$ cat config.mk
export PLATFORM = sky130hd
export DESIGN_NAME = dma_s2m_top
export DESIGN_NICKNAME = d
export VERILOG_FILES = /design/src/rtl/dma_s2m_pkg.sv /design/src/rtl/dma_s2m_fifo.sv /design/src/rtl/dma_s2m_writer.sv /design/src/rtl/dma_s2m_top.sv
export SDC_FILE = /design/constraint.sdc
export NUM_CORES = 1
export LEC_CHECK = 0
export BUFFER_PORTS_ARGS = -buffer_cell sky130_fd_sc_hd__clkbuf_2
export CAP_MARGIN = 0
export CORE_AREA = 2 2 403 405
export CTS_CLUSTER_DIAMETER = 40
export CTS_CLUSTER_SIZE = 25
export DETAILED_ROUTE_END_ITERATION = 12
export DIE_AREA = 0 0 405 407
export GPL_TIMING_DRIVEN = 0
export PLACE_DENSITY = 0.51
export SLEW_MARGIN = 20
export SYNTH_ARGS = -nofsm -noshare
export SYNTH_HDL_FRONTEND = slang
export SYNTH_HIERARCHICAL = 1
export SYNTH_SLANG_ARGS = --single-unit
$ cat constraint.sdc
create_clock -name clk -period 10.45 [get_ports clk]
set_input_delay 1.045 -clock clk [delete_from_list [all_inputs] [get_ports clk]]
set_output_delay 1.045 -clock clk [all_outputs]
set_load 0.005 [all_outputs]
$ cat src/rtl/dma_s2m_pkg.sv
package dma_s2m_pkg;

  // register word indices
  localparam logic [2:0] REG_STATUS = 3'd0;
  localparam logic [2:0] REG_CTRL   = 3'd1;
  localparam logic [2:0] REG_SRC    = 3'd4;
  localparam logic [2:0] REG_DST    = 3'd5;
  localparam logic [2:0] REG_LEN    = 3'd6;
  localparam logic [2:0] REG_DESC   = 3'd7;

  // bit positions
  localparam int DESC_GO_BIT  = 31;
  localparam int DESC_IRQ_BIT = 0;
  localparam int CTRL_GIE_BIT = 0;
  localparam int CTRL_RST_BIT = 1;
  localparam int ST_IRQ_BIT   = 2;

  // beats of the next burst: the cap, or what is left if fewer
  function automatic int unsigned burst_beats(int unsigned left, int unsigned cap);
    return (left < cap) ? left : cap;
  endfunction

  // requested length limited to the per-descriptor maximum
  function automatic int unsigned clamp_words(int unsigned len, int unsigned max_words);
    return (len > max_words) ? max_words : len;
  endfunction

  // byte step between two bursts
  function automatic int unsigned burst_bytes(int unsigned beats, int unsigned word_bytes);
    return beats * word_bytes;
  endfunction

endpackage

$ cat src/rtl/dma_s2m_fifo.sv
module dma_s2m_fifo #(
  parameter int W     = 8,
  parameter int DEPTH = 4,
  localparam int CW   = $clog2(DEPTH + 1)
) (
  input  logic          clk,
  input  logic          rst_n,
  input  logic          flush,
  input  logic          push,
  input  logic [W-1:0]  din,
  input  logic          pop,
  output logic [W-1:0]  dout,
  output logic [CW-1:0] count
);
  localparam int AW = (DEPTH > 1) ? $clog2(DEPTH) : 1;

  logic [W-1:0]  mem [DEPTH];
  logic [AW-1:0] wp, rp;
  logic          do_push, do_pop;

  assign do_push = push && (count != CW'(DEPTH));
  assign do_pop  = pop && (count != '0);
  assign dout    = mem[rp];

  always_ff @(posedge clk) begin
    if (do_push) mem[wp] <= din;
  end

  always_ff @(posedge clk or negedge rst_n) begin
    if (!rst_n) begin
      wp    <= '0;
      rp    <= '0;
      count <= '0;
    end else if (flush) begin
      wp    <= '0;
      rp    <= '0;
      count <= '0;
    end else begin
      if (do_push) wp <= (wp == AW'(DEPTH - 1)) ? '0 : wp + AW'(1);
      if (do_pop)  rp <= (rp == AW'(DEPTH - 1)) ? '0 : rp + AW'(1);
      case ({do_push, do_pop})
        2'b10:   count <= count + CW'(1);
        2'b01:   count <= count - CW'(1);
        default: count <= count;
      endcase
    end
  end
endmodule

$ cat src/rtl/dma_s2m_writer.sv
module dma_s2m_writer
  import dma_s2m_pkg::*;
#(
  parameter int DATA_W    = 32,
  parameter int ADDR_W    = 32,
  parameter int LEN_W     = 16,
  parameter int MAX_BURST = 8,
  parameter int CW        = 5,
  localparam int BW       = $clog2(MAX_BURST + 1)
) (
  input  logic              clk,
  input  logic              rst_n,
  input  logic              abort,
  input  logic              load,
  input  logic [ADDR_W-1:0] load_addr,
  input  logic [LEN_W-1:0]  load_len,
  input  logic [CW-1:0]     fifo_count,
  input  logic [DATA_W-1:0] fifo_head,
  output logic              fifo_pop,
  output logic              mem_wr,
  output logic [ADDR_W-1:0] mem_addr,
  output logic [BW-1:0]     mem_burst,
  output logic [DATA_W-1:0] mem_data,
  input  logic              mem_wait,
  output logic              active,
  output logic              done
);
  localparam int WORD_BYTES = DATA_W / 8;

  logic              act_q, bon_q;
  logic [ADDR_W-1:0] nxt_addr, addr_q;
  logic [LEN_W-1:0]  left_q;
  logic [BW-1:0]     beats_q, burst_q, blen;
  logic              start, beat_ok;

  assign blen    = BW'(burst_beats(32'(left_q), MAX_BURST));
  assign start   = act_q && !bon_q && (left_q != '0) && (32'(fifo_count) >= 32'(blen));
  assign beat_ok = bon_q && !mem_wait;
  assign done    = act_q && ((beat_ok && left_q == LEN_W'(1)) || (left_q == '0 && !bon_q));

  assign mem_wr    = bon_q;
  assign mem_addr  = addr_q;
  assign mem_burst = burst_q;
  assign mem_data  = fifo_head;
  assign fifo_pop  = beat_ok;
  assign active    = act_q;

  always_ff @(posedge clk or negedge rst_n) begin
    if (!rst_n) begin
      act_q    <= 1'b0;
      bon_q    <= 1'b0;
      nxt_addr <= '0;
      addr_q   <= '0;
      left_q   <= '0;
      beats_q  <= '0;
      burst_q  <= '0;
    end else if (abort) begin
      act_q  <= 1'b0;
      bon_q  <= 1'b0;
      left_q <= '0;
    end else begin
      if (start) begin
        bon_q    <= 1'b1;
        addr_q   <= nxt_addr;
        burst_q  <= blen;
        beats_q  <= blen;
        nxt_addr <= nxt_addr + ADDR_W'(burst_bytes(32'(blen), WORD_BYTES));
      end
      if (beat_ok) begin
        left_q  <= left_q - LEN_W'(1);
        beats_q <= beats_q - BW'(1);
        if (beats_q == BW'(1)) bon_q <= 1'b0;
      end
      if (done) act_q <= 1'b0;
      if (load) begin
        act_q    <= 1'b1;
        nxt_addr <= load_addr;
        left_q   <= load_len;
        bon_q    <= 1'b0;
      end
    end
  end
endmodule

$ cat src/rtl/dma_s2m_top.sv
module dma_s2m_top
  import dma_s2m_pkg::*;
#(
  parameter int DATA_W     = 32,
  parameter int ADDR_W     = 32,
  parameter int LEN_W      = 16,
  parameter int DATA_DEPTH = 16,
  parameter int DESC_DEPTH = 8,
  parameter int MAX_BURST  = 8,
  parameter int MAX_WORDS  = 1024,
  parameter int RST_CYCLES = 4,
  localparam int BW        = $clog2(MAX_BURST + 1)
) (
  input  logic              clk,
  input  logic              rst_n,
  input  logic              reg_wr,
  input  logic [2:0]        reg_addr,
  input  logic [31:0]       reg_wdata,
  output logic [31:0]       reg_rdata,
  input  logic              s_valid,
  output logic              s_ready,
  input  logic [DATA_W-1:0] s_data,
  output logic              mem_wr,
  output logic [ADDR_W-1:0] mem_addr,
  output logic [BW-1:0]     mem_burst,
  output logic [DATA_W-1:0] mem_data,
  input  logic              mem_wait,
  output logic              irq
);
  localparam int DCW = $clog2(DATA_DEPTH + 1);
  localparam int QCW = $clog2(DESC_DEPTH + 1);
  localparam int QW  = 1 + ADDR_W + LEN_W;
  localparam int RCW = $clog2(RST_CYCLES + 1);

  // named internal events, also observed by the checker
  logic resetting, irq_pend, gie, done_evt, wr_active, d_full, d_empty;
  logic q_full, q_empty, load, s_acc, go_cmd, q_push, busy;

  logic [RCW-1:0]    rst_cnt;
  logic [ADDR_W-1:0] stage_dst;
  logic [LEN_W-1:0]  stage_len, len_cl, in_left;
  logic              cur_irq;
  logic [QW-1:0]     q_din, q_dout;
  logic [QCW-1:0]    q_cnt;
  logic [DCW-1:0]    d_cnt;
  logic [DATA_W-1:0] d_head;
  logic              d_pop;

  assign resetting = (rst_cnt != '0);
  assign len_cl    = LEN_W'(clamp_words(32'(stage_len), MAX_WORDS));
  assign go_cmd    = reg_wr && (reg_addr == REG_DESC) && reg_wdata[DESC_GO_BIT] && !resetting;
  assign q_full    = (q_cnt == QCW'(DESC_DEPTH));
  assign q_empty   = (q_cnt == '0);
  assign q_push    = go_cmd && !q_full;
  assign q_din     = {reg_wdata[DESC_IRQ_BIT], stage_dst, len_cl};
  assign load      = (!wr_active || done_evt) && !q_empty && !resetting;
  assign d_full    = (d_cnt == DCW'(DATA_DEPTH));
  assign d_empty   = (d_cnt == '0);
  assign s_ready   = wr_active && !resetting && !d_full && (in_left != '0);
  assign s_acc     = s_valid && s_ready;
  assign busy      = wr_active || !q_empty;
  assign irq       = irq_pend && gie;

  // descriptor staging (source address register is accepted and dropped)
  always_ff @(posedge clk or negedge rst_n) begin
    if (!rst_n) begin
      stage_dst <= '0;
      stage_len <= '0;
    end else if (reg_wr) begin
      if (reg_addr == REG_DST) stage_dst <= ADDR_W'(reg_wdata);
      if (reg_addr == REG_LEN) stage_len <= LEN_W'(reg_wdata);
    end
  end

  dma_s2m_fifo #(.W(QW), .DEPTH(DESC_DEPTH)) u_desc_q (
    .clk(clk), .rst_n(rst_n), .flush(resetting),
    .push(q_push), .din(q_din), .pop(load), .dout(q_dout), .count(q_cnt)
  );

  dma_s2m_fifo #(.W(DATA_W), .DEPTH(DATA_DEPTH)) u_data_q (
    .clk(clk), .rst_n(rst_n), .flush(resetting),
    .push(s_acc), .din(s_data), .pop(d_pop), .dout(d_head), .count(d_cnt)
  );

  dma_s2m_writer #(
    .DATA_W(DATA_W), .ADDR_W(ADDR_W), .LEN_W(LEN_W),
    .MAX_BURST(MAX_BURST), .CW(DCW)
  ) u_writer (
    .clk(clk), .rst_n(rst_n), .abort(resetting),
    .load(load), .load_addr(q_dout[LEN_W +: ADDR_W]), .load_len(q_dout[LEN_W-1:0]),
    .fifo_count(d_cnt), .fifo_head(d_head), .fifo_pop(d_pop),
    .mem_wr(mem_wr), .mem_addr(mem_addr), .mem_burst(mem_burst), .mem_data(mem_data),
    .mem_wait(mem_wait), .active(wr_active), .done(done_evt)
  );

  // stream words still owed to the executing descriptor, and its irq request
  always_ff @(posedge clk or negedge rst_n) begin
    if (!rst_n) begin
      in_left <= '0;
      cur_irq <= 1'b0;
    end else if (resetting) begin
      in_left <= '0;
      cur_irq <= 1'b0;
    end else if (load) begin
      in_left <= q_dout[LEN_W-1:0];
      cur_irq <= q_dout[QW-1];
    end else if (s_acc) begin
      in_left <= in_left - LEN_W'(1);
    end
  end

  // control and status state
  always_ff @(posedge clk or negedge rst_n) begin
    if (!rst_n) begin
      rst_cnt  <= '0;
      gie      <= 1'b0;
      irq_pend <= 1'b0;
    end else begin
      if (resetting)
        rst_cnt <= rst_cnt - RCW'(1);
      else if (reg_wr && reg_addr == REG_CTRL && reg_wdata[CTRL_RST_BIT])
        rst_cnt <= RCW'(RST_CYCLES);

      if (resetting)
        gie <= 1'b0;
      else if (reg_wr && reg_addr == REG_CTRL)
        gie <= reg_wdata[CTRL_GIE_BIT];

      if (resetting)
        irq_pend <= 1'b0;
      else if (done_evt && cur_irq)
        irq_pend <= 1'b1;
      else if (reg_wr && reg_addr == REG_STATUS && reg_wdata[ST_IRQ_BIT])
        irq_pend <= 1'b0;
    end
  end

  always_comb begin
    case (reg_addr)
      REG_STATUS: reg_rdata = {25'b0, q_empty, q_full, d_full, d_empty, irq_pend, resetting, busy};
      REG_CTRL:   reg_rdata = {31'b0, gie};
      default:    reg_rdata = '0;
    endcase
  end
endmodule

==> summary.md <==
| Metric | Value |
|---|---|
| Worst-Margin Slew | 1.088 ns |
| Root buffer cell | clkbuf_16 |
| Synth Register Bits | 1087 |
| Clock latency on the worst-skew pair | 0.76 ns |
| Number of I/O pins | 175 |
| Die Wd | 405 µm |
| Area contributors post-synth | edfxtp_1, dfrtp_1, mux4_2 |
| Top-area cell type share of the netlist area | 60.90% |
| Crit path required time | 11.14 ns |
| I/O Buffers | 148 |
| Final period utilization | 57.33% |
| Reg area | 0.03173 mm² |
| Number of filler cells placed in the layout | 15280 |
| CTS tree | done |
| Flop2flop setup slack | 4.46 ns |
| Leak | 19.15 nW |
| Placed Area | 0.04972 mm² |
| DP Wirelength | 83070 µm |
| Via count | 24950 |
| Starting Density | 27.83% |
| Final Hold Violating Endpoints | 0 |
| Congestion Overflow GR | 0 |
| Pwr/cell area | 199.0 mW/mm² |
| Initial DRC count | 1826 |
| Global Route Usage Sum | 14.55% |
| Post-synth EDFFs | 904 |
| Cell count of the worst reg-to-reg path | 14 |
| Sequential-to-total area share from yosys stat | 71.17% |
| CP endpoint kind | register |
| Final GP Congestion | 0.8040 |
| Num CTS Buffers | 152 |
| Clock Sinks | 1087 |
| Leading area contributor after synthesis | edfxtp_1 |
| Hold Crit Class | input pin to asynchronous set/reset pin |
| Critical R2R Capture | u_writer/nxt_addr[22] |
| Asr flop ratio synth | 16.84% |
| Initial antenna violation count | 12 |
| Vert. Die Dim | 407 µm |
| Top-count cell post-synth | edfxtp_1 |
| Hold buffers post-CTS | 0 |
| Synth Instances | 2627 |
| Tmin final | 5.991 ns |
| Mapped Area | 0.04458 mm² |
| Drt pass-1 iters | 5 |
| Core area | 0.1602 mm² |
| Most used DFF post-synth | edfxtp_1 |
| Avg Cell Area, Syn | 16.97 µm² |
| Count of max-cap constraint violations | 0 |
| Worst-path fanout max | 10 |
| Largest net degree at the start of global routing | 70 |
| Number of global-route vias before repair | 25250 |
| Area grow syn2layout | 23.66% |
| Status | complete, no violations |
| Crit path launch type | register |
| Max-slew violations | 0 |
| Crit Path Category | register to register |
| Worst EP arrival | 6.68 ns |
| Max Freq | 0.1669 GHz |
| Setup repair after global routing missed its margin | no |
| First-pass GRT wire length | 174800 µm |
| Total Wirelength | 119900 µm |
| Wire length per cell | 22.27 µm |
| Reg clk slew, reported paths | 0.06 ns |
| Die area | 0.1648 mm² |
| Setup crit start | u_writer/left_q[5] |
| Yosys Warn Count | 6 |
| Layout cells sized above 1 | 29.66% |
| Post-cts resize count | 0 |
| Final core utilization | 34.41% |
| Post-Layout Inst Area | 0.05512 mm² |
| Final Setup Violations | 0 |
| Worst Setup EP | u_writer/nxt_addr[22] |
| Row count | 147 |
| Post-CTS setup buffers | 0 |
| Worst VDD drop | 0.1538 mV |
| Synth cell count leaders | edfxtp_1, nand2_1, dfrtp_1 |
| Via-to-Cell Ratio | 4.633 |
| CTS max path bufs | 3 |
| FF-to-FF Start | u_writer/left_q[5] |
| Final ANT Viol Nets | 0 |
| H-tree depth | 4 |
| DR DRC count | 0 |
| Nets@finish | 3192 |
| Clock Skews | 0.04898 ns |
| Slew headroom | 27.50% |
| Multi-input logic area | 0.01210 mm² |
| Synth cell types | 90 |
[per-stage QoR]
| stage | instances | power (mW) | setup TNS [ns] | hold WS [ns] | worst slack [ns] |
|---|---|---|---|---|---|
| global route | 5384 | 11.37 | 0 | 0.07762 | 4.250 |
| finish | 5386 | 10.97 | 0 | 0.1148 | 4.459 |
| floorplan | 2691 | 5.429 | 0 | 0.4386 | 2.971 |
| detailed placement | 5099 | 5.702 | 0 | 0.4670 | 4.222 |
| global placement | 4999 | 5.688 | -312.86 | 0.4698 | -4.046 |
| CTS | 5383 | 11.09 | 0 | 0.05883 | 4.516 |
[cells in the final DEF (no fill, tap or decap), types with 22 or more instances in the layout]
| cell type | Yosys | routed |
|---|---|---|
| a21oi_1 | 88 | 88 |
| a221oi_1 | 33 | 33 |
| a22oi_1 | 45 | 45 |
| buf_2 | 41 | 50 |
| buf_4 | 60 | 111 |
| clkbuf_1 | 77 | 93 |
| clkbuf_16 | 0 | 154 |
| clkbuf_2 | 0 | 147 |
| conb_1 | 1 | 65 |
| dfrtp_1 | 183 | 183 |
| edfxtp_1 | 904 | 904 |
| ha_1 | 26 | 26 |
| inv_1 | 25 | 25 |
| mux2_2 | 126 | 126 |
| mux2i_1 | 103 | 103 |
| mux4_2 | 162 | 162 |
| nand2_1 | 201 | 201 |
| nand3_1 | 23 | 23 |
| nand4_1 | 22 | 22 |
| nor2_1 | 93 | 78 |
| nor3_1 | 36 | 28 |
| o21ai_0 | 106 | 106 |
| xor2_1 | 33 | 33 |
[layer usage]
metal  global-route usage (%)  vias to the layer above  routed length, µm
met5                        0                        -                 49
met4                    4.432                        8               2740
met3                    2.996                      163               6030
met2                    23.58                      671              56980
met1                    19.61                    12890              54130
li1                         -                    11220                  -
[worst min path at each step]
stage                             to
6_report               stage_dst[23]
5_1_grt                stage_dst[28]
4_1_cts                stage_dst[28]
3_5_place_dp   u_writer/mem_addr[20]
3_3_place_gp    u_writer/mem_addr[3]
2_1_floorplan   u_writer/mem_addr[0]
[power by group]
group	switching, mW	internal, mW	total (mW)
clock network	2.08	3.28	5.36
logic	0.413	0.244	0.658
registers	0.120	4.84	4.96
total	2.61	8.36	11.0
[sequential cells by signal, indices dropped and copies added, names as in the netlist, 5 cells and up]
register           count
u_data_q/mem         512
u_writer/mem_addr     32
u_data_q/count         5
in_left               16
u_writer/left_q       16
u_desc_q/mem         392
stage_len             16
stage_dst             32
u_writer/nxt_addr     32
[critical path, cell delays in order, from the launching register on]
cell	delay, ns
dfrtp_1	0.43
or4_1	0.47
buf_2	0.19
nor4_4	0.51
inv_1	0.26
or3_1	0.44
nor2_1	0.25
o21ai_1	0.21
clkbuf_1	0.31
nor2_1	0.89
clkbuf_1	0.46
clkbuf_1	0.58
clkbuf_1	0.62
o22ai_1	0.15
a21oi_1	0.15
[cell families (layout without fill, tap and decap cells)]
kind of cell,count (synthesis),count (layout),synth area share (%)
AO/OA/AOI/OAI,356,356,5.190
XOR/XNOR,50,50,0.9824
adder cells (fa/ha/maj),27,27,0.7747
buffers and inverters,221,753,2.588
flip-flops,1087,1087,71.17
multiplexers,402,402,13.97
other,1,68,0.008413
AND/OR/NAND/NOR,483,483,5.319
[final cells by class]
| type | count | share of cell area, % |
|---|---|---|
| plain buffers | 194 | 1.904 |
| multi-input cells | 1383 | 21.94 |
| clock inverters | 111 | 2.610 |
| repair buffers | 248 | 3.707 |
| well taps | 2160 | 4.903 |
| inverters | 27 | 0.1884 |
| flip-flops and latches | 1087 | 57.55 |
| clock buffers | 173 | 7.175 |
| diodes | 3 | 0.01362 |
(Power assumes the default switching activity.)
